**config.mk**
```make
export PLATFORM = sky130hd
export DESIGN_NAME = cluster_finder_3x3
export DESIGN_NICKNAME = d
export VERILOG_FILES = /design/src/rtl/cf_pkg.sv /design/src/rtl/cf_classify.sv /design/src/rtl/cf_line_window.sv /design/src/rtl/cf_addr_track.sv /design/src/rtl/cf_record_out.sv /design/src/rtl/cluster_finder_3x3.sv
export SDC_FILE = /design/constraint.sdc
export NUM_CORES = 1
export LEC_CHECK = 0
export ABC_AREA = 1
export BUFFER_PORTS_ARGS = -buffer_cell sky130_fd_sc_hd__buf_2
export CAP_MARGIN = 20
export CORE_MARGIN = 3
export CORE_UTILIZATION = 29
export CTS_BUF_LIST = sky130_fd_sc_hd__clkbuf_8
export DETAILED_ROUTE_END_ITERATION = 8
export PLACE_DENSITY_LB_ADDON = 0.2
export SETUP_SLACK_MARGIN = 0.02
export SYNTH_ARGS = -nofsm -noshare
export SYNTH_HDL_FRONTEND = slang
export SYNTH_SLANG_ARGS = --single-unit
```
**constraint.sdc**
```tcl
create_clock -name clk -period 93.7 [get_ports clk]
set_input_delay 14.055 -clock clk [delete_from_list [all_inputs] [get_ports clk]]
set_output_delay 14.055 -clock clk [all_outputs]
set_load 0.005 [all_outputs]
```
**src/rtl/cf_pkg.sv**
```systemverilog
package cf_pkg;
  typedef enum logic [1:0] {
    CODE_NONE = 2'b00,
    CODE_LOW  = 2'b01,
    CODE_HIGH = 2'b11
  } pix_code_e;
endpackage

```
**src/rtl/cf_classify.sv**
```systemverilog
module cf_classify
  import cf_pkg::*;
#(
  parameter int PIX_W = 8
) (
  input  logic             clk,
  input  logic             rst,
  input  logic             in_valid,
  input  logic [PIX_W-1:0] in_pix,
  input  logic [PIX_W-1:0] thr_low,
  input  logic [PIX_W-1:0] thr_high,
  output logic             s_valid,
  output pix_code_e        s_code
);
  always_ff @(posedge clk) begin
    if (rst) begin
      s_valid <= 1'b0;
      s_code  <= CODE_NONE;
    end else begin
      s_valid <= in_valid;
      if (in_valid) begin
        if (in_pix >= thr_high)     s_code <= CODE_HIGH;
        else if (in_pix >= thr_low) s_code <= CODE_LOW;
        else                        s_code <= CODE_NONE;
      end
    end
  end


  seed_code_chk: assert property (@(posedge clk) disable iff (rst)
    s_valid && s_code == CODE_HIGH |-> $past(in_pix) >= $past(thr_high));

  quiet_code_chk: assert property (@(posedge clk) disable iff (rst)
    s_valid && s_code == CODE_NONE |-> $past(in_pix) < $past(thr_low));
endmodule

```
**src/rtl/cf_line_window.sv**
```systemverilog
module cf_line_window
  import cf_pkg::*;
#(
  parameter int COLS = 320
) (
  input  logic        clk,
  input  logic        rst,
  input  logic        s_valid,
  input  pix_code_e   s_code,
  output logic        win_valid,
  output logic [17:0] win_codes
);
  localparam int DEPTH  = 2 * COLS + 3;
  localparam int PRIME  = COLS + 1;
  localparam int FILL_W = $clog2(PRIME + 1);

  pix_code_e         dly [DEPTH];
  logic [FILL_W-1:0] fill;

  // plain shift chain, no reset: stale entries are hidden by edge masking
  always_ff @(posedge clk) begin
    if (s_valid) begin
      dly[0] <= s_code;
      for (int i = 1; i < DEPTH; i++) dly[i] <= dly[i-1];
    end
  end

  always_ff @(posedge clk) begin
    if (rst) begin
      fill      <= '0;
      win_valid <= 1'b0;
    end else begin
      win_valid <= s_valid && (fill == FILL_W'(PRIME));
      if (s_valid && fill != FILL_W'(PRIME)) fill <= fill + 1'b1;
    end
  end

  // window position p = 3*r + c, r = 0 is the upper row, c = 0 the left column
  for (genvar r = 0; r < 3; r++) begin : g_row
    for (genvar c = 0; c < 3; c++) begin : g_col
      assign win_codes[2*(3*r+c) +: 2] = dly[(2-r)*COLS + (2-c)];
    end
  end


  idle_quiet_chk: assert property (@(posedge clk) disable iff (rst)
    !s_valid |=> !win_valid);
endmodule

```
**src/rtl/cf_addr_track.sv**
```systemverilog
module cf_addr_track #(
  parameter int COLS   = 320,
  parameter int ROWS   = 640,
  parameter int ADDR_W = 18
) (
  input  logic                     clk,
  input  logic                     rst,
  input  logic                     adv,
  output logic [$clog2(COLS)-1:0]  col,
  output logic [$clog2(ROWS)-1:0]  row,
  output logic [ADDR_W-1:0]        addr
);
  localparam int COL_W = $clog2(COLS);
  localparam int ROW_W = $clog2(ROWS);
  localparam int FRAME = COLS * ROWS;

  always_ff @(posedge clk) begin
    if (rst) begin
      col  <= '0;
      row  <= '0;
      addr <= '0;
    end else if (adv) begin
      if (col == COL_W'(COLS - 1)) begin
        col <= '0;
        row <= (row == ROW_W'(ROWS - 1)) ? '0 : row + 1'b1;
      end else begin
        col <= col + 1'b1;
      end
      addr <= (addr == ADDR_W'(FRAME - 1)) ? '0 : addr + 1'b1;
    end
  end


  addr_range_chk: assert property (@(posedge clk) disable iff (rst)
    addr <= ADDR_W'(FRAME - 1));

  addr_idle_chk: assert property (@(posedge clk) disable iff (rst)
    !adv |=> $stable(addr));
endmodule

```
**src/rtl/cf_record_out.sv**
```systemverilog
module cf_record_out
  import cf_pkg::*;
#(
  parameter int COLS   = 320,
  parameter int ROWS   = 640,
  parameter int ADDR_W = 18,
  parameter int CNT_W  = 16
) (
  input  logic                    clk,
  input  logic                    rst,
  input  logic                    win_valid,
  input  logic [17:0]             win_codes,
  input  logic [$clog2(COLS)-1:0] col,
  input  logic [$clog2(ROWS)-1:0] row,
  input  logic [ADDR_W-1:0]       addr,
  input  logic                    out_ready,
  output logic                    out_valid,
  output logic [ADDR_W-1:0]       out_addr,
  output logic [7:0]              out_mask,
  output logic                    overflow,
  output logic [CNT_W-1:0]        drop_count
);
  localparam int COL_W = $clog2(COLS);
  localparam int ROW_W = $clog2(ROWS);

  logic       at_top, at_bot, at_lft, at_rgt;
  logic [7:0] nb;
  logic       seed, slot_free;

  assign at_top = (row == '0);
  assign at_bot = (row == ROW_W'(ROWS - 1));
  assign at_lft = (col == '0);
  assign at_rgt = (col == COL_W'(COLS - 1));

  for (genvar p = 0; p < 9; p++) begin : g_nb
    if (p != 4) begin : g_use
      localparam int B  = (p < 4) ? p : p - 1;
      localparam int WR = p / 3;
      localparam int WC = p % 3;
      assign nb[B] = (win_codes[2*p +: 2] != CODE_NONE)
                   && !(WR == 0 && at_top) && !(WR == 2 && at_bot)
                   && !(WC == 0 && at_lft) && !(WC == 2 && at_rgt);
    end
  end

  assign seed      = win_valid && (win_codes[9:8] == CODE_HIGH);
  assign slot_free = !out_valid || out_ready;

  always_ff @(posedge clk) begin
    if (rst) begin
      out_valid  <= 1'b0;
      out_addr   <= '0;
      out_mask   <= '0;
      overflow   <= 1'b0;
      drop_count <= '0;
    end else begin
      if (seed && slot_free) begin
        out_valid <= 1'b1;
        out_addr  <= addr;
        out_mask  <= nb;
      end else begin
        if (out_ready) out_valid <= 1'b0;
        if (seed) begin
          overflow <= 1'b1;
          if (drop_count != '1) drop_count <= drop_count + 1'b1;
        end
      end
    end
  end


  hold_rec_chk: assert property (@(posedge clk) disable iff (rst)
    out_valid && !out_ready |=> out_valid && $stable(out_addr) && $stable(out_mask));

  sticky_ovf_chk: assert property (@(posedge clk) disable iff (rst)
    overflow |=> overflow);

  drop_step_chk: assert property (@(posedge clk) disable iff (rst)
    drop_count != $past(drop_count) |-> drop_count == $past(drop_count) + 1'b1 && overflow);

  top_edge_chk: assert property (@(posedge clk) disable iff (rst)
    out_valid && out_addr < ADDR_W'(COLS) |-> out_mask[2:0] == 3'b000);

  left_edge_chk: assert property (@(posedge clk) disable iff (rst)
    out_valid && (out_addr % ADDR_W'(COLS)) == '0 |-> (out_mask & 8'b0010_1001) == 8'h00);
endmodule

```
**src/rtl/cluster_finder_3x3.sv**
```systemverilog
module cluster_finder_3x3
  import cf_pkg::*;
#(
  parameter int PIX_W  = 8,
  parameter int COLS   = 320,
  parameter int ROWS   = 640,
  parameter int ADDR_W = 18,
  parameter int CNT_W  = 16
) (
  input  logic              clk,
  input  logic              rst,
  input  logic              in_valid,
  input  logic [PIX_W-1:0]  in_pix,
  input  logic [PIX_W-1:0]  thr_low,
  input  logic [PIX_W-1:0]  thr_high,
  output logic              out_valid,
  input  logic              out_ready,
  output logic [ADDR_W-1:0] out_addr,
  output logic [7:0]        out_mask,
  output logic              overflow,
  output logic [CNT_W-1:0]  drop_count
);
  localparam int COL_W = $clog2(COLS);
  localparam int ROW_W = $clog2(ROWS);

  logic              s_valid;
  pix_code_e         s_code;
  logic              win_valid;
  logic [17:0]       win_codes;
  logic [COL_W-1:0]  c_col;
  logic [ROW_W-1:0]  c_row;
  logic [ADDR_W-1:0] c_addr;

  cf_classify #(.PIX_W(PIX_W)) u_classify (
    .clk(clk), .rst(rst), .in_valid(in_valid), .in_pix(in_pix),
    .thr_low(thr_low), .thr_high(thr_high),
    .s_valid(s_valid), .s_code(s_code)
  );

  cf_line_window #(.COLS(COLS)) u_window (
    .clk(clk), .rst(rst), .s_valid(s_valid), .s_code(s_code),
    .win_valid(win_valid), .win_codes(win_codes)
  );

  cf_addr_track #(.COLS(COLS), .ROWS(ROWS), .ADDR_W(ADDR_W)) u_addr (
    .clk(clk), .rst(rst), .adv(win_valid),
    .col(c_col), .row(c_row), .addr(c_addr)
  );

  cf_record_out #(.COLS(COLS), .ROWS(ROWS), .ADDR_W(ADDR_W), .CNT_W(CNT_W)) u_out (
    .clk(clk), .rst(rst), .win_valid(win_valid), .win_codes(win_codes),
    .col(c_col), .row(c_row), .addr(c_addr), .out_ready(out_ready),
    .out_valid(out_valid), .out_addr(out_addr), .out_mask(out_mask),
    .overflow(overflow), .drop_count(drop_count)
  );
endmodule

```
==> run_summary.xml, run 1 <==
<?xml version="1.0" encoding="UTF-8"?>
<metrics>
  <group name="outcome">
    <metric name="status" unit="">completed</metric>
  </group>
  <group name="synthesis">
    <metric name="synth-seq-area-share" unit="%">93.0</metric>
    <metric name="synth.net_count" unit="">2039</metric>
    <metric name="number_of_synthesized_flops_with_an_enable_pin" unit="">1286</metric>
    <metric name="synthesis.area" unit="um^2">43600</metric>
    <metric name="synthFlopType" unit="">edfxtp_1</metric>
    <metric name="synth.top_cells.by_count" unit="">edfxtp_1, nand2_1, nor2_1, dfxtp_1, inv_1</metric>
    <metric name="synth_area_leaders" unit="">edfxtp_1, dfxtp_1, nand2_1</metric>
    <metric name="post-synth-top-count-cell" unit="">edfxtp_1</metric>
    <metric name="ys.warnings.count" unit="">0</metric>
    <metric name="fraction_of_synthesis_flops_using_an_asynchronous_set_or_reset_pin" unit="%">0</metric>
    <metric name="synth.avg_cell_area" unit="um^2">21.9</metric>
    <metric name="yosysTopAreaCell" unit="">edfxtp_1</metric>
    <metric name="top_area_cell_type_share_of_the_netlist_area" unit="%">88.7</metric>
    <metric name="post_synth_inst_count" unit="">1987</metric>
    <metric name="yosys.cell_types.count" unit="">41</metric>
    <metric name="synth.ff_latch_count" unit="">1380</metric>
  </group>
  <group name="worst_setup_path">
    <metric name="ff2ff_setup_slack" unit="ps">89820</metric>
    <metric name="timing.critical_path.to_type" unit="">primary output</metric>
    <metric name="worstReg2RegEnd" unit="">u_window.dly[14][28]</metric>
    <metric name="timing.critical_path.cells" unit="">buf_2</metric>
    <metric name="r2r_cells" unit="">4</metric>
    <metric name="critPathMaxFanout" unit="">7</metric>
    <metric name="critical_path_startpoint_category" unit="">register</metric>
    <metric name="worst_r2r_startpoint" unit="">u_classify.s_valid</metric>
    <metric name="critical_path_class" unit="">reg2out</metric>
    <metric name="timing.critical_path.slowest_cell_delay" unit="ps">420</metric>
    <metric name="timing.critical_path.required" unit="ps">79640</metric>
    <metric name="critical-path-slowest-cell" unit="">dfxtp_1</metric>
    <metric name="crit_arrival" unit="ps">1520</metric>
    <metric name="largest_delay_contributor_family_on_the_critical_path" unit="">flip-flops</metric>
    <metric name="worst-path-buf-inv" unit="">1</metric>
  </group>
  <group name="routing">
    <metric name="routedWlPerCell" unit="um">14.0</metric>
    <metric name="final_antenna_violating_net_count" unit="">0</metric>
    <metric name="total_wire_length" unit="um">62300</metric>
    <metric name="detail_route.first_pass.iterations" unit="">5</metric>
    <metric name="vias" unit="">17800</metric>
    <metric name="via_per_inst" unit="">3.99</metric>
    <metric name="detail_route.iter0.violations" unit="">1633</metric>
    <metric name="drc" unit="">0</metric>
  </group>
  <group name="timing">
    <metric name="finalHoldWorstSlack" unit="ps">400</metric>
    <metric name="finalSetupViolCount" unit="">0</metric>
    <metric name="grt_setup_unrepaired" unit="">false</metric>
    <metric name="final.setup_skew" unit="ps">36.5</metric>
    <metric name="finalHoldViolations" unit="">0</metric>
    <metric name="fmax" unit="MHz">64.2</metric>
    <metric name="slew-limit-headroom" unit="%">18.0</metric>
    <metric name="slew_violations" unit="">0</metric>
    <metric name="timing_worst_slew_pin_value" unit="ps">1230</metric>
    <metric name="post_layout_min_period" unit="ps">15580</metric>
    <metric name="min_period_over_period" unit="%">16.6</metric>
    <metric name="setup_tns" unit="ps">0</metric>
  </group>
  <group name="final_layout">
    <metric name="area_growth" unit="%">15.8</metric>
    <metric name="drive_above_1_share" unit="%">15.8</metric>
    <metric name="num-nets-final" unit="">2325</metric>
  </group>
  <group name="hold_path">
    <metric name="timing.hold.worst.class" unit="">reg2reg</metric>
    <metric name="worst_hold_path.endpoint" unit="">u_window.dly[3][11]</metric>
    <metric name="whs_path_depth" unit="">0</metric>
    <metric name="hold_path_startpoint" unit="">u_window.dly[3][9]</metric>
  </group>
  <group name="floorplan">
    <metric name="io-pin-count" unit="">72</metric>
    <metric name="initial_utilization" unit="%">29.3</metric>
    <metric name="placement_rows" unit="">141</metric>
    <metric name="core_area" unit="um^2">149000</metric>
    <metric name="die_h" unit="um">394</metric>
    <metric name="design.die.area" unit="um^2">155000</metric>
    <metric name="die_w" unit="um">394</metric>
  </group>
  <group name="clock_network">
    <metric name="max-clock-path-buffers" unit="">3</metric>
    <metric name="path_clk_slew" unit="ps">60</metric>
    <metric name="cts_post_setup_buffers_inserted" unit="">0</metric>
    <metric name="worstSkewPairLatency" unit="ps">860</metric>
    <metric name="cts-resized-gates" unit="">0</metric>
    <metric name="cts_htree_levels" unit="">4</metric>
    <metric name="cts.root.buffer_cell" unit="">clkbuf_8</metric>
    <metric name="tritoncts" unit="">built</metric>
    <metric name="ctsHoldBuffers" unit="">0</metric>
    <metric name="cts_num_sinks" unit="">1380</metric>
    <metric name="cts_buffers" unit="">214</metric>
  </group>
  <group name="grt">
    <metric name="grt_pass1_wl" unit="um">101000</metric>
    <metric name="grt_overflow" unit="">0</metric>
    <metric name="global_route.usage.total" unit="%">7.93</metric>
    <metric name="number_of_antenna_violations_at_the_first_check_in_global_routing" unit="">1</metric>
    <metric name="via_count_of_the_first_global_routing_pass" unit="">18200</metric>
    <metric name="grt_max_degree" unit="">213</metric>
  </group>
  <group name="placed_design">
    <metric name="hpwlAfterDp" unit="um">27300</metric>
    <metric name="portBuffers" unit="">71</metric>
    <metric name="placer_s_final_routability_congestion_estimate" unit="">0.742</metric>
  </group>
  <group name="power">
    <metric name="ir_drop_worst_case_vdd" unit="V">0.0000115</metric>
    <metric name="power_density" unit="nW/um^2">23.3</metric>
    <metric name="total_leakage_power" unit="nW">16.8</metric>
  </group>
  <group name="run">
    <metric name="cap_violations" unit="">0</metric>
  </group>
</metrics>
cell families after synthesis:
kind of cell	count (synthesis)	share of synthesized area, %
DFF	1380	93.0
xor gates and xnor gates	19	0.382
and+or+nand+nor	360	3.67
buffers and inverters	92	0.870
AOI/OAI and AO/OA	112	1.40
adders and majority gates	24	0.689
worst max-delay path by stage:
stage / endpoint / depth (start not counted) / startpoint / slack (ps)
3_3_place_gp: u_addr.row[0] / 7 / rst / 77790
5_1_grt: drop_count[13] / 1 / u_out.drop_count[13] / 77950
4_1_cts: drop_count[13] / 1 / u_out.drop_count[13] / 77950
2_1_floorplan: u_window.fill[0] / 3 / u_classify.s_valid / 57220
6_report: drop_count[13] / 1 / u_out.drop_count[13] / 78120
3_5_place_dp: u_addr.row[0] / 7 / rst / 77750
metrics by stage:
step	power, mW	area [um^2]	setup WS [ps]	instances	utilization [%]
after global routing	1.24	50400	77950	4455	34.0
final	1.18	50400	78120	4455	34.0
after CTS	1.20	50400	77950	4450	33.9
after detailed placement	0.730	46400	77750	4056	31.3
after floorplan	0.755	43600	57220	1987	-
after global placement	0.729	46400	77790	4056	31.3
metal layers:
metal	wire [um]	up-vias	track usage [%]	share of wire, %
met2	25900	442	10.8	42
met1	31400	8993	11.4	50
li1	-	8187	-	-
met3	3180	148	2.43	5.1
met4	1850	0	4.00	3.0
met5	0	-	0	0
registers in the layout (all words and copies together) (netlist names), 2 cells and up:
signal,flops
u_addr.addr,18
u_window.fill,9
u_out.drop_count,16
u_out.out_mask,8
u_window.dly,1286
u_addr.col,9
u_out.out_addr,18
u_addr.row,10
u_classify.s_code,2
layout by cell type, fill, tap and decap left out, drive strengths merged, types with 3 or more instances in the layout:
cell	count
nor2	112
dfxtp	94
a21oi	61
edfxtp	1286
o21ai	42
nor3	12
xnor2	4
clkinv	86
clkinvlp	8
nand3	44
inv	154
ha	24
xor2	15
nand2	170
buf	87
or2	4
clkbuf	215
nand4	13
a211oi	3
bufinv	6
where the power goes:
| part | internal, mW | switching (mW) |
|---|---|---|
| clock network | 0.231 | 0.227 |
| logic | 0.00224 | 0.0119 |
| registers | 0.697 | 0.00675 |
cell type report:
cell class | instances | area (um^2)
fill | 14000 | 98100
sequential | 1380 | 40500
clock buffer | 215 | 2960
multi-input combinational | 515 | 2680
tap | 2002 | 2500
clock inverter | 179 | 951
timing repair buffer | 87 | 561
inverter | 75 | 282
antenna | 2 | 5.00
No activity file was read; power rests on OpenSTA's default activity.
==> inputs of run 2 (changes only) <==
Settings changed: ABC_AREA 1 to 0.
Clock period 93.7 ns to 13.21 ns, I/O delays scaled along.
==> run 2 against run 1 <==
Compared with the run above: combinational power rose to 6.7 times the previous value; clock skew down 13 ps; total power rose to 7.0 times the previous value; via count down 4.7%; synthesized cell count down 8.0%; cell area down 1.3%; utilization down 0.28 points; worst setup slack worse by 69000 ps; first-iteration DRC count down 24%; die area down 0.76%; critical path type is now reg2reg.
==> run_summary.xml, run 2 <==
<?xml version="1.0" encoding="UTF-8"?>
<metrics>
  <group name="outcome">
    <metric name="status" unit="">completed</metric>
  </group>
  <group name="power">
    <metric name="ir_drop_worst_case_vdd" unit="V">0.0000834</metric>
    <metric name="p_sw_share" unit="%">20.3</metric>
    <metric name="power_density" unit="nW/um^2">164</metric>
    <metric name="p_clk_share" unit="%">37.8</metric>
    <metric name="total_power" unit="mW">8.18</metric>
    <metric name="power_switching" unit="mW">1.66</metric>
    <metric name="seq_power_share" unit="%">61.1</metric>
    <metric name="total_leakage_power" unit="nW">16.3</metric>
    <metric name="p_comb_share" unit="%">1.2</metric>
    <metric name="power_report.internal_total" unit="mW">6.51</metric>
  </group>
  <group name="routing">
    <metric name="route.top_layer_used" unit="">met4</metric>
    <metric name="total_wire_length" unit="um">59500</metric>
    <metric name="detail_route.iter0.violations" unit="">1249</metric>
    <metric name="detail_route.first_pass.iterations" unit="">5</metric>
    <metric name="vias" unit="">16900</metric>
    <metric name="wl_met1" unit="um">30700</metric>
    <metric name="wl_met2" unit="um">23700</metric>
    <metric name="final_antenna_violating_net_count" unit="">0</metric>
    <metric name="drc" unit="">0</metric>
    <metric name="met3_wirelength" unit="um">3090</metric>
    <metric name="via_per_inst" unit="">4.03</metric>
    <metric name="routedWlPerCell" unit="um">14.2</metric>
  </group>
  <group name="final_layout">
    <metric name="biggestRegsByFlops" unit="">u_window.dly (1286), u_addr.addr (18), u_out.out_addr (18)</metric>
    <metric name="drive_above_1_share" unit="%">15.2</metric>
    <metric name="area_growth" unit="%">15.2</metric>
    <metric name="top_register" unit="">u_window.dly</metric>
    <metric name="layout.cells.most_common" unit="">edfxtp_1</metric>
    <metric name="stdcell_count" unit="">4200</metric>
    <metric name="largest_register_ff_count" unit="">1286</metric>
    <metric name="mostFrequentLayoutCells" unit="">edfxtp_1, clkbuf_8, inv_1, dfxtp_1, nand2_1</metric>
    <metric name="num-nets-final" unit="">2156</metric>
  </group>
  <group name="placed_design">
    <metric name="portBuffers" unit="">71</metric>
    <metric name="post_place_setup_slack" unit="ps">8920</metric>
    <metric name="post-place-cells" unit="">3823</metric>
    <metric name="hpwlAfterDp" unit="um">25900</metric>
    <metric name="placer_s_final_routability_congestion_estimate" unit="">0.729</metric>
  </group>
  <group name="floorplan">
    <metric name="io-pin-count" unit="">72</metric>
    <metric name="die_h" unit="um">392</metric>
    <metric name="core_area" unit="um^2">148000</metric>
    <metric name="initial_utilization" unit="%">29.2</metric>
    <metric name="die_w" unit="um">392</metric>
    <metric name="placement_rows" unit="">141</metric>
    <metric name="design.die.area" unit="um^2">154000</metric>
  </group>
  <group name="worst_setup_path">
    <metric name="critical_path_startpoint_category" unit="">register</metric>
    <metric name="critical-path-slowest-cell" unit="">dfxtp_4</metric>
    <metric name="critical_path_class" unit="">reg2reg</metric>
    <metric name="timing.critical_path.required" unit="ps">13650</metric>
    <metric name="timing.critical_path.slowest_cell_delay" unit="ps">920</metric>
    <metric name="critPathMaxFanout" unit="">202</metric>
    <metric name="crit_arrival" unit="ps">4550</metric>
    <metric name="timing.critical_path.to_type" unit="">register</metric>
    <metric name="worst_path_most_repeated_cell" unit="">buf_4</metric>
    <metric name="timing.critical_path.cells" unit="">buf_12 &gt; buf_4 &gt; buf_4</metric>
  </group>
  <group name="synthesis">
    <metric name="post_synth_xor_area_fraction" unit="%">0.507</metric>
    <metric name="synth.net_count" unit="">1881</metric>
    <metric name="synth.top_cells.by_count" unit="">edfxtp_1, dfxtp_1, nand2_1, a21oi_1, nor2_1</metric>
    <metric name="muxShareOfSynthArea" unit="%">0.333</metric>
    <metric name="post_synth_and_or_nand_nor_area_fraction" unit="%">2.73</metric>
    <metric name="synth_area_leaders" unit="">edfxtp_1, dfxtp_1, ha_1</metric>
    <metric name="post-synth-top-count-cell" unit="">edfxtp_1</metric>
    <metric name="post_synth_inst_count" unit="">1829</metric>
    <metric name="ys.warnings.count" unit="">0</metric>
    <metric name="fraction_of_synthesis_flops_using_an_asynchronous_set_or_reset_pin" unit="%">0</metric>
    <metric name="synth.avg_cell_area" unit="um^2">23.6</metric>
    <metric name="synth.ff_latch_count" unit="">1380</metric>
    <metric name="area_fraction_in_compound_gates_after_synthesis" unit="%">1.57</metric>
    <metric name="synthesis.area" unit="um^2">43200</metric>
    <metric name="synth_adder_area_share" unit="%">0.695</metric>
    <metric name="synth-seq-area-share" unit="%">93.7</metric>
    <metric name="top_area_cell_type_share_of_the_netlist_area" unit="%">89.4</metric>
    <metric name="yosysTopAreaCell" unit="">edfxtp_1</metric>
    <metric name="main_combinational_cell_family_by_area_after_synthesis" unit="">simple AND/OR/NAND/NOR gates</metric>
    <metric name="yosys.cell_types.count" unit="">54</metric>
    <metric name="synthFlopType" unit="">edfxtp_1</metric>
    <metric name="number_of_synthesized_flops_with_an_enable_pin" unit="">1286</metric>
  </group>
  <group name="timing">
    <metric name="setup_tns" unit="ps">0</metric>
    <metric name="slew-limit-headroom" unit="%">24.1</metric>
    <metric name="grt_setup_unrepaired" unit="">false</metric>
    <metric name="post_layout_min_period" unit="ps">4110</metric>
    <metric name="fin_ws" unit="ps">9100</metric>
    <metric name="slew_violations" unit="">0</metric>
    <metric name="min_period_over_period" unit="%">31.1</metric>
    <metric name="timing_worst_slew_pin_value" unit="ps">1140</metric>
    <metric name="final.setup_skew" unit="ps">23.0</metric>
    <metric name="finalSetupViolCount" unit="">0</metric>
    <metric name="finalHoldViolations" unit="">0</metric>
    <metric name="fmax" unit="MHz">243</metric>
  </group>
  <group name="run">
    <metric name="cap_violations" unit="">0</metric>
  </group>
  <group name="grt">
    <metric name="global_route.usage.total" unit="%">7.69</metric>
    <metric name="grt_overflow" unit="">0</metric>
    <metric name="number_of_antenna_violations_at_the_first_check_in_global_routing" unit="">2</metric>
    <metric name="grt_max_degree" unit="">205</metric>
    <metric name="via_count_of_the_first_global_routing_pass" unit="">17300</metric>
    <metric name="grt_pass1_wl" unit="um">95700</metric>
  </group>
  <group name="clock_network">
    <metric name="cts_num_sinks" unit="">1380</metric>
    <metric name="cts_buffers" unit="">207</metric>
    <metric name="cts_htree_levels" unit="">4</metric>
    <metric name="max-clock-path-buffers" unit="">3</metric>
    <metric name="cts_post_setup_buffers_inserted" unit="">0</metric>
    <metric name="cts-resized-gates" unit="">0</metric>
    <metric name="path_clk_slew" unit="ps">60</metric>
    <metric name="cts.root.buffer_cell" unit="">clkbuf_8</metric>
    <metric name="ctsHoldBuffers" unit="">0</metric>
    <metric name="tritoncts" unit="">built</metric>
    <metric name="worstSkewPairLatency" unit="ps">840</metric>
  </group>
  <group name="hold_path">
    <metric name="timing.hold.worst.class" unit="">reg2reg</metric>
  </group>
</metrics>
## run 2: cell count changes after synthesis, sizes merged, moves of 8 or more
cell	delta
and4	+8
mux2	+11
nand3	-24
nor2	-66
o211ai	+8
o21ai	-30
nor2b	+11
inv	-46
nand4	+8
o31ai	+10
or4	+12
nand2	-98
## run 2: worst paths after layout
path | start | end | slack (ps) | cells past startpoint
worst max-delay path | u_classify.s_valid | u_window.dly[5][44] | 9100 | 3
worst min-delay path | u_window.dly[12][52] | u_window.dly[12][54] | 410 | 0
worst max register to register | u_classify.s_valid | u_window.dly[5][44] | 9100 | 3
worst min register to register | u_window.dly[12][52] | u_window.dly[12][54] | 410 | 0
## run 2: logic make-up after synthesis
family | count (synthesis)
AO/OA/AOI/OAI | 108
XOR/XNOR | 25
adder cells (fa/ha/maj) | 24
buffers and inverters | 50
flip-flops | 1380
multiplexers | 13
AND/OR/NAND/NOR | 229
## run 2: per-layer routing
metal / vias up / GRT usage, %
met2: 358 / 9.81
met5: - / 0
met3: 161 / 2.46
met4: 0 / 4.15
met1: 8604 / 11.4
li1: 7815 / -
## run 2: final cells by class
class                   instances  area [um^2]
well taps                    1930         2410
clock inverters               150          628
inverters                      29          109
clock buffers                 222         3060
multi-input cells             399         2520
diodes                          3         7.51
flip-flops and latches       1380        40500
repair buffers                 87          553
fillers                     13800        98000
## run 2: metrics by stage
step	hold WS [ps]	util (%)	area [um^2]
3_5_place_dp	405	31.1	46000
5_1_grt	408	33.7	49800
4_1_cts	395	33.6	49700
3_3_place_gp	401	31.1	46000
6_report	406	33.7	49800
2_1_floorplan	400	-	43200
## run 2: power groups by stage
stage          clock network [mW]  registers (mW)  logic [mW]
2_1_floorplan                   0            5.17      0.0140
3_3_place_gp                    0            5.08      0.0919
3_5_place_dp                    0            5.08      0.0984
4_1_cts                      3.28            5.00      0.0967
5_1_grt                      3.48            5.00       0.108
6_report                     3.09            4.99      0.0946
## run 2: critical path: cells and delay by family, from the launching register on
kind / cells / cell delay [ps]
buffers and inverters: 3 / 2410
flip-flops: 1 / 920
==> inputs of run 3 (changes only) <==
Settings changed: ABC_AREA 0 to 1.
Clock period 13.21 ns to 3.95 ns, I/O delays scaled along.
==> run 3 against run 2 <==
Compared with the run above: clock power rose to 3.4 times the previous value; first-iteration DRC count rose by 25%; largest cell class unchanged; sequential share of layout area is 1.1 points lower; utilization rose by 0.28 points; cell count up 5.7%; largest power group unchanged; clock skew up 13 ps; via count is 4.2% higher.
==> run_summary.xml, run 3 (synthesis gave the netlist of run 1 again) <==
<?xml version="1.0" encoding="UTF-8"?>
<metrics>
  <group name="timing">
    <metric name="post_layout_min_period" unit="ps">2450</metric>
    <metric name="finalSetupViolCount" unit="">0</metric>
    <metric name="finalHoldViolations" unit="">0</metric>
    <metric name="fmax" unit="MHz">409</metric>
    <metric name="fin_ws" unit="ps">1500</metric>
    <metric name="timing_worst_slew_pin_value" unit="ps">773</metric>
    <metric name="slew_violations" unit="">0</metric>
    <metric name="min_period_over_period" unit="%">62.0</metric>
    <metric name="slew-limit-headroom" unit="%">48.5</metric>
    <metric name="finalHoldWorstSlack" unit="ps">173</metric>
    <metric name="grt_setup_unrepaired" unit="">false</metric>
    <metric name="final.setup_skew" unit="ps">35.6</metric>
  </group>
  <group name="worst_setup_path">
    <metric name="critical_path_startpoint_category" unit="">register</metric>
    <metric name="critical-path-slowest-cell" unit="">dfxtp_1</metric>
    <metric name="ff2ff_setup_slack" unit="ps">1500</metric>
    <metric name="timing.critical_path.required" unit="ps">4740</metric>
    <metric name="largest_delay_contributor_family_on_the_critical_path" unit="">compound AO/OA/AOI/OAI gates</metric>
    <metric name="worst_r2r_startpoint" unit="">u_window.win_valid</metric>
    <metric name="timing.critical_path.slowest_cell_delay" unit="ps">690</metric>
    <metric name="crit_arrival" unit="ps">3240</metric>
    <metric name="worstSetupStartpoint" unit="">u_window.win_valid</metric>
    <metric name="timing.critical_path.cells" unit="">nand3_2 &gt; a21oi_4 &gt; inv_2 &gt; nor2_2 &gt; o21ai_0 &gt; a21oi_1</metric>
    <metric name="timing.critical_path.to_type" unit="">register</metric>
    <metric name="critical_path_cell_count" unit="">6</metric>
    <metric name="r2r_cells" unit="">6</metric>
    <metric name="critical_path_class" unit="">reg2reg</metric>
    <metric name="cp-endpoint" unit="">u_out.out_mask[4]</metric>
    <metric name="critPathMaxFanout" unit="">33</metric>
    <metric name="worst-path-buf-inv" unit="">1</metric>
    <metric name="worstReg2RegEnd" unit="">u_out.out_mask[4]</metric>
  </group>
  <group name="placed_design">
    <metric name="post_place_setup_slack" unit="ps">1530</metric>
    <metric name="placer_s_final_routability_congestion_estimate" unit="">0.736</metric>
    <metric name="hpwlAfterDp" unit="um">27000</metric>
    <metric name="portBuffers" unit="">71</metric>
  </group>
  <group name="power">
    <metric name="power_switching" unit="mW">5.70</metric>
    <metric name="seq_power_share" unit="%">60.5</metric>
    <metric name="p_sw_share" unit="%">20.7</metric>
    <metric name="power_density" unit="nW/um^2">547</metric>
    <metric name="power_report.internal_total" unit="mW">21.9</metric>
    <metric name="total_leakage_power" unit="nW">16.8</metric>
    <metric name="ir_drop_worst_case_vdd" unit="V">0.000264</metric>
    <metric name="p_comb_share" unit="%">1.3</metric>
    <metric name="p_clk_share" unit="%">38.2</metric>
  </group>
  <group name="final_layout">
    <metric name="num-nets-final" unit="">2333</metric>
    <metric name="area_growth" unit="%">15.8</metric>
    <metric name="mostFrequentLayoutCells" unit="">edfxtp_1, clkbuf_8, nand2_1, inv_1, nor2_1</metric>
    <metric name="biggestRegsByFlops" unit="">u_window.dly (1286), u_addr.addr (18), u_out.out_addr (18)</metric>
    <metric name="largest_register_ff_count" unit="">1286</metric>
    <metric name="top_register" unit="">u_window.dly</metric>
    <metric name="layout.cells.most_common" unit="">edfxtp_1</metric>
    <metric name="drive_above_1_share" unit="%">16.1</metric>
  </group>
  <group name="routing">
    <metric name="final_antenna_violating_net_count" unit="">0</metric>
    <metric name="detail_route.first_pass.iterations" unit="">5</metric>
    <metric name="detail_route.iter0.violations" unit="">1557</metric>
    <metric name="via_per_inst" unit="">3.97</metric>
    <metric name="drc" unit="">0</metric>
    <metric name="routedWlPerCell" unit="um">13.6</metric>
    <metric name="total_wire_length" unit="um">60400</metric>
    <metric name="vias" unit="">17600</metric>
  </group>
  <group name="floorplan">
    <metric name="die_w" unit="um">394</metric>
    <metric name="io-pin-count" unit="">72</metric>
    <metric name="core_area" unit="um^2">149000</metric>
    <metric name="die_h" unit="um">394</metric>
    <metric name="placement_rows" unit="">141</metric>
    <metric name="design.die.area" unit="um^2">155000</metric>
    <metric name="initial_utilization" unit="%">29.3</metric>
  </group>
  <group name="clock_network">
    <metric name="cts_htree_levels" unit="">4</metric>
    <metric name="cts_num_sinks" unit="">1380</metric>
    <metric name="tritoncts" unit="">built</metric>
    <metric name="max-clock-path-buffers" unit="">3</metric>
    <metric name="cts_buffers" unit="">209</metric>
    <metric name="cts.root.buffer_cell" unit="">clkbuf_8</metric>
    <metric name="cts_post_setup_buffers_inserted" unit="">0</metric>
    <metric name="worstSkewPairLatency" unit="ps">860</metric>
    <metric name="path_clk_slew" unit="ps">60</metric>
  </group>
  <group name="hold_path">
    <metric name="hold_path_startpoint" unit="">out_ready</metric>
    <metric name="timing.hold.worst.class" unit="">in2reg</metric>
    <metric name="whs_path_depth" unit="">4</metric>
  </group>
  <group name="grt">
    <metric name="grt_pass1_wl" unit="um">99300</metric>
    <metric name="global_route.usage.total" unit="%">7.78</metric>
    <metric name="number_of_antenna_violations_at_the_first_check_in_global_routing" unit="">1</metric>
    <metric name="grt_max_degree" unit="">147</metric>
    <metric name="grt_overflow" unit="">0</metric>
    <metric name="via_count_of_the_first_global_routing_pass" unit="">18200</metric>
  </group>
  <group name="outcome">
    <metric name="status" unit="">completed</metric>
  </group>
  <group name="run">
    <metric name="cap_violations" unit="">0</metric>
  </group>
</metrics>
==> run 3: power by group through the flow <==
stage	logic (mW)	clock network, mW	registers [mW]
after detailed placement	0.376	0	17.0
after CTS	0.370	11.2	16.7
after global placement	0.345	0	17.0
final	0.357	10.5	16.7
after floorplan	0.0573	0	17.3
after global routing	0.405	11.9	16.7
==> run 3: worst min-delay path by stage <==
stage                          end  slack (ps)
2_1_floorplan  u_window.dly[0][10]         400
5_1_grt            u_out.out_valid          70
6_report           u_out.out_valid         170
3_5_place_dp   u_window.dly[0][38]         400
4_1_cts            u_out.out_valid           7
3_3_place_gp   u_window.dly[6][39]         400
==> run 3: per-layer routing <==
metal  vias to the layer above  global-route usage [%]  share of wire, %
met2                       388                    10.4                41
li1                       8176                       -                 -
met5                         -                       0                 0
met4                         0                    4.18               3.2
met1                      8920                    11.2                51
met3                       162                    2.40               5.2
==> run 3: through the flow <==
step	std cells	power [mW]	TNS (ps)	util, %	area (um^2)
final	4441	27.6	0	34.0	50500
after global routing	4441	29.0	0	34.0	50500
after CTS	4440	28.2	0	34.0	50500
after detailed placement	4071	17.3	0	31.4	46700
after global placement	4071	17.3	0	31.4	46700
after floorplan	1987	17.3	-7280190	-	43600
==> run 3: final cells by class <==
type	instances	area, um^2
multi-input combinational	515	2680
clock buffer	213	2930
antenna	1	2.50
inverter	75	282
tap	2002	2500
clock inverter	155	815
timing repair buffer	100	738
sequential	1380	40500
fill	14000	98100
==> run 3: tightest hold or removal path, delay by kind of cell <==
| kind | cells | cell delay, ps |
|---|---|---|
| buffers and inverters | 2 | 150 |
| AND/OR/NAND/NOR | 1 | 130 |
| AO/OA/AOI/OAI | 1 | 80 |
==> run 3: what timing repair did <==
item / in CTS / in global routing
hold endpoints to repair: 3 / 0
resized for setup: 0 / 0
hold buffers: 1 / 0
